==> src/rtl/cs_pkg.sv <==
package cs_pkg;
    typedef enum logic {
        SPACE_MEM = 1'b0,
        SPACE_IO  = 1'b1
    } space_e;

    localparam int unsigned DEF_ADDR_W      = 20;
    localparam int unsigned DEF_REGION_BITS = 8;
    localparam int unsigned DEF_NUM_SEL     = 4;
endpackage

==> src/rtl/cs_cfg_regs.sv <==
module cs_cfg_regs
    import cs_pkg::*;
#(
    parameter int unsigned BASE_W = 10
) (
    input  logic              clk,
    input  logic              rst_n,
    input  logic              cfg_we,
    input  logic [BASE_W-1:0] cfg_base,
    input  logic              cfg_io,
    output logic [BASE_W-1:0] base_q,
    output space_e            space_q
);
    typedef struct packed {
        logic [BASE_W-1:0] base;
        space_e            space;
    } cfg_t;

    cfg_t cfg_d, cfg_q;

    always_comb begin
        cfg_d = cfg_q;
        if (cfg_we) begin
            cfg_d.base  = cfg_base;
            cfg_d.space = space_e'(cfg_io);
        end
    end

    always_ff @(posedge clk or negedge rst_n) begin
        if (!rst_n) begin
            cfg_q.base  <= '0;
            cfg_q.space <= SPACE_IO;
        end else begin
            cfg_q <= cfg_d;
        end
    end

    assign base_q  = cfg_q.base;
    assign space_q = cfg_q.space;

    // a write is visible one edge later
    p_cfg_load_r8: assert property (@(posedge clk) disable iff (!rst_n)
        cfg_we |=> (base_q == $past(cfg_base)) && (space_q == space_e'($past(cfg_io))));
endmodule

==> src/rtl/cs_addr_match.sv <==
module cs_addr_match
    import cs_pkg::*;
#(
    parameter int unsigned ADDR_W      = 20,
    parameter int unsigned REGION_BITS = 8,
    parameter int unsigned NUM_SEL     = 4,
    localparam int unsigned SEL_W      = (NUM_SEL > 1) ? $clog2(NUM_SEL) : 1,
    localparam int unsigned BLOCK_BITS = REGION_BITS + SEL_W,
    localparam int unsigned BASE_W     = ADDR_W - BLOCK_BITS
) (
    input  logic [ADDR_W-1:0]  addr,
    input  logic               is_io,
    input  logic [BASE_W-1:0]  base,
    input  space_e             space,
    output logic [NUM_SEL-1:0] hit
);
    logic             blk_hit;
    logic [SEL_W-1:0] region;

    always_comb begin
        blk_hit = (addr[ADDR_W-1:BLOCK_BITS] == base) && (space_e'(is_io) == space);
        region  = addr[BLOCK_BITS-1:REGION_BITS];
    end

    for (genvar i = 0; i < NUM_SEL; i++) begin : g_region
        assign hit[i] = blk_hit && (region == SEL_W'(i));
    end
endmodule

==> src/rtl/cs_sel_state.sv <==
module cs_sel_state #(
    parameter int unsigned          NUM_SEL     = 4,
    parameter logic [NUM_SEL-1:0]   FC_SEL_MASK = 4'b1100
) (
    input  logic               clk,
    input  logic               rst_n,
    input  logic               ale,
    input  logic               cyc_end,
    input  logic               hold,
    input  logic               fc_en,
    input  logic [NUM_SEL-1:0] hit,
    output logic [NUM_SEL-1:0] cs_n
);
    typedef struct packed {
        logic [NUM_SEL-1:0] act;
    } sel_t;

    sel_t sel_d, sel_q;

    always_comb begin
        sel_d = sel_q;
        if (hold) begin
            sel_d.act = '0;
        end else if (ale) begin
            sel_d.act = hit;
        end else if (cyc_end) begin
            sel_d.act = '0;
        end
        if (fc_en) begin
            sel_d.act = sel_d.act & ~FC_SEL_MASK;
        end
    end

    always_ff @(posedge clk or negedge rst_n) begin
        if (!rst_n) begin
            sel_q.act <= '0;
        end else begin
            sel_q <= sel_d;
        end
    end

    assign cs_n = ~sel_q.act;


    p_onehot_r9: assert property (@(posedge clk) disable iff (!rst_n)
        $onehot0(~cs_n));

    p_hold_r6: assert property (@(posedge clk) disable iff (!rst_n)
        hold |=> (&cs_n));

    p_fc_r7: assert property (@(posedge clk) disable iff (!rst_n)
        fc_en |=> (&(cs_n | ~FC_SEL_MASK)));
    // release
    p_end_r5: assert property (@(posedge clk) disable iff (!rst_n)
        (cyc_end && !ale) |=> (&cs_n));
    // keep
    p_keep_r5: assert property (@(posedge clk) disable iff (!rst_n)
        (!ale && !cyc_end && !hold && !fc_en) |=> $stable(cs_n));
endmodule

==> src/rtl/periph_cs_decoder.sv <==
module periph_cs_decoder
    import cs_pkg::*;
#(
    parameter int unsigned        ADDR_W      = DEF_ADDR_W,
    parameter int unsigned        REGION_BITS = DEF_REGION_BITS,
    parameter int unsigned        NUM_SEL     = DEF_NUM_SEL,
    parameter logic [NUM_SEL-1:0] FC_SEL_MASK = 4'b1100,
    localparam int unsigned       SEL_W       = (NUM_SEL > 1) ? $clog2(NUM_SEL) : 1,
    localparam int unsigned       BLOCK_BITS  = REGION_BITS + SEL_W,
    localparam int unsigned       BASE_W      = ADDR_W - BLOCK_BITS
) (
    input  logic               clk,
    input  logic               rst_n,
    input  logic [ADDR_W-1:0]  addr,
    input  logic               is_io,
    input  logic               ale,
    input  logic               cyc_end,
    input  logic               hold,
    input  logic               fc_en,
    input  logic               cfg_we,
    input  logic [BASE_W-1:0]  cfg_base,
    input  logic               cfg_io,
    output logic [NUM_SEL-1:0] cs_n
);
    logic [BASE_W-1:0]  base_q;
    space_e             space_q;
    logic [NUM_SEL-1:0] hit;

    cs_cfg_regs #(.BASE_W(BASE_W)) i_cfg (
        .clk      (clk),
        .rst_n    (rst_n),
        .cfg_we   (cfg_we),
        .cfg_base (cfg_base),
        .cfg_io   (cfg_io),
        .base_q   (base_q),
        .space_q  (space_q)
    );

    cs_addr_match #(
        .ADDR_W      (ADDR_W),
        .REGION_BITS (REGION_BITS),
        .NUM_SEL     (NUM_SEL)
    ) i_match (
        .addr  (addr),
        .is_io (is_io),
        .base  (base_q),
        .space (space_q),
        .hit   (hit)
    );

    cs_sel_state #(
        .NUM_SEL     (NUM_SEL),
        .FC_SEL_MASK (FC_SEL_MASK)
    ) i_state (
        .clk     (clk),
        .rst_n   (rst_n),
        .ale     (ale),
        .cyc_end (cyc_end),
        .hold    (hold),
        .fc_en   (fc_en),
        .hit     (hit),
        .cs_n    (cs_n)
    );

    // a decoded hit shows on the pins one edge later
    p_hit_r2: assert property (@(posedge clk) disable iff (!rst_n)
        (ale && !hold && !fc_en && (hit != '0)) |=> ((~cs_n) == $past(hit)));
    // a miss leaves every select inactive
    p_miss_r4: assert property (@(posedge clk) disable iff (!rst_n)
        (ale && !hold && (hit == '0)) |=> (&cs_n));
endmodule

==> config.mk <==
export PLATFORM = sky130hd
export DESIGN_NAME = periph_cs_decoder
export DESIGN_NICKNAME = d
export VERILOG_FILES = /design/src/rtl/cs_pkg.sv /design/src/rtl/cs_cfg_regs.sv /design/src/rtl/cs_addr_match.sv /design/src/rtl/cs_sel_state.sv /design/src/rtl/periph_cs_decoder.sv
export SDC_FILE = /design/constraint.sdc
export NUM_CORES = 1
export LEC_CHECK = 0
export CAP_MARGIN = 20
export CORE_MARGIN = 2
export CORE_UTILIZATION = 33
export DETAILED_ROUTE_END_ITERATION = 7
export PLACE_DENSITY = 0.72
export SLEW_MARGIN = 15
export SYNTH_ARGS = -nofsm -noshare
export SYNTH_HDL_FRONTEND = slang
export SYNTH_SLANG_ARGS = --single-unit
==> constraint.sdc <==
create_clock -name clk -period 1.5 [get_ports clk]
set_clock_uncertainty 0.05 [all_clocks]
set_input_delay 0.3 -clock clk [delete_from_list [all_inputs] [get_ports clk]]
set_output_delay 0.3 -clock clk [all_outputs]
set_load 0.01 [all_outputs]
==> results.yml <==
status:
  status: "complete, but fails checks"
  violations: "setup timing"
route:
  final_antenna_net_count: 0
  via_per_inst: 4.648
  drt_pass1_iterations: 4
  post_drt_wl_per_cell_um: 12.19
  vias: 595
  routed_wl_mm: 1.560
  drt_iter0_markers: 2
  route.detailed.drc: 0
final_layout:
  layout_common_cells: "clkdlybuf4s50_1, dfrtp_1, mux2_2"
  n_antenna_cell: 0
  final_common_cell: "clkdlybuf4s50_1"
  final_util_pct: 54.40
  seqCellArea_um2: 376.6
  nFillCells: 199
  drive_gt1_share_pct: 22.00
  finalNetCount: 140
  multi_input_area_um2: 345.3
  area_growth_syn_to_layout_pct: 60.48
power_and_ir_drop:
  power_uw: 871.4
  p_per_area_mw_per_mm2: 745.6
  leakagePower_nw: 0.4441
  irDropWorstVdd_mv: 0.4279
die:
  die_w_um: 50.98
  die_h_um: 50.98
  initial_core_util_pct: 33.90
  core_region_area_mm2: 0.002148
  rows: 17
  io_pins: 43
  die_area_mm2: 0.002598
yosys:
  yosysTopAreaCell: "dfrtp_1"
  netlist_instances: 60
  seq_area_frac_synth_pct: 51.72
  yosysUniqueCellTypes: 20
  syn_avg_cell_area_um2: 12.14
  synth.area.top_cells: "dfrtp_1, mux2_2, xnor2_1"
  synth_top_area_share_pct: 48.11
  syn_nets: 99
  ys_ff_latch: 15
  ys_warn_count: 0
  syn-cell-area_um2: 728.2
timing:
  fin_crit_sh_pct: 101.6
  slew_headroom_pct: 79.06
  worst_pin_slew_ns: 0.3131
  rsz0062_at_grt: "yes"
  slew_violations: 0
  finalSetupTns_ns: -0.02430
  layout_min_cycle_time_ns: 1.524
  setup_violations: 1
  setup_slack_ns: -0.02430
  hold_viol: 0
  fmax_ghz: 0.6560
cts:
  htree_levels: 1
  clk_path_buf_depth: 2
  cts-root-buf: "clkbuf_4"
  cts_tree: "yes"
  cts_sinks: 15
  cts_inserted_buffers: 3
  post-cts-setup-buffers: 0
  insertion_delay_ns: 0.27
  clk_pin_slew_ns: 0.08
flow_run:
  drv_cap: 0
critical_path:
  crit_fanout: 4
  startpoint: "i_cfg.space_q"
  critPathKind: "register to register"
  cp-end-kind: "register"
  reg2regPathDepth: 4
  reg2reg_to: "i_state.sel_q[2]"
  cp.arrival_ns: 1.68
  cp.required_ns: 1.65
  reg2reg_slack_ns: -0.02
  start_kind: "register"
  r2r_start: "i_cfg.space_q"
global_route:
  grt_pass1_wl_mm: 2.656
  overflow: 0
  grt_max_degree: 12
  grt_pass1_vias: 659
  grt_use_total_pct: 13.76
  antenna_found_initial: 0
hold_path:
  min_path_type: "input pin to asynchronous set/reset pin"
placement:
  dp_hpwl_mm: 1.258
  gp_congestion: 0.6798
  io_buffers: 34
-- stage by stage --
step	std cells	setup slack [ns]	hold slack, ns	instance area, µm²
global placement	124	-0.2685	0.4133	1134
global route	128	-0.09210	0.2229	1169
detailed placement	124	-0.3294	0.4386	1134
finish	128	-0.02430	0.2244	1169
floorplan	60	0.06427	-0.04559	728.2
CTS	128	-0.03048	0.2261	1161
-- layout make-up --
type	count	area share, %
Tap cell	28	2.998
Sequential cell	15	32.23
Timing Repair Buffer	37	31.69
Multi-Input combinational cell	40	29.55
Inverter	4	1.285
Clock buffer	4	2.248
-- what timing repair did --
| action | CTS | global route |
|---|---|---|
| pin swaps | 1 | 3 |
| hold buffers | 0 | 0 |
| gates resized for setup | 5 | 2 |
| setup endpoints to repair | 6 | 3 |
-- worst max-delay path, cell delays in order, from the launching register on --
cell and delay, ns:
dfstp_2 0.56, xnor2_2 0.11, nand4_1 0.14, or4b_1 0.50, o22ai_2 0.10
-- state kept, by name, summed over array words and instances (netlist names) --
name,flops
i_cfg.base_q,10
i_state.sel_q,4
i_cfg.space_q,1
-- per-layer routing --
layer,global-route usage (%),vias to the layer above,routed length (µm)
met2,24.89,20,825
met5,0,-,0
li1,-,286,-
met4,6.757,0,0
met1,15.06,289,635
met3,2.924,0,99
-- synthesized netlist by cell type --
library cell  instances
buf_2                 1
dfrtp_1              14
dfstp_2               1
inv_1                 4
mux2_2               11
nand2_1               5
nand4_1               2
nor3_1                1
nor3b_1               1
nor4_1                1
o21ai_0               1
o21ai_1               1
o22ai_1               1
o22ai_2               1
or3_1                 1
or3_2                 1
or3b_1                1
or4b_1                1
xnor2_1               6
xor2_1                5
-- where the power goes --
group | switching, mW | leakage, nW | internal (mW)
sequential | 0.0212 | 0.183 | 0.436
clock | 0.118 | 0.0150 | 0.103
combinational | 0.0597 | 0.246 | 0.134
total | 0.199 | 0.444 | 0.673
-- cells by family (layout without fill, tap and decap cells) --
group | Yosys count | after routing | share of synthesized area (%)
AOI/OAI and AO/OA | 4 | 4 | 3.951
xor gates and xnor gates | 11 | 11 | 13.23
buffers and inverters | 5 | 45 | 2.748
DFF | 15 | 15 | 51.72
muxes | 11 | 11 | 17.01
and+or+nand+nor | 14 | 14 | 11.34
-- worst max path at each step --
stage | cells past startpoint | end | slack, ns
2_1_floorplan | 4 | i_state.sel_q[2] | 0.06
3_3_place_gp | 5 | i_state.sel_q[2] | -0.27
3_5_place_dp | 5 | i_state.sel_q[1] | -0.33
4_1_cts | 4 | i_state.sel_q[2] | -0.03
5_1_grt | 4 | i_state.sel_q[2] | -0.09
6_report | 4 | i_state.sel_q[2] | -0.02
Power figures use the tool's default switching activity.
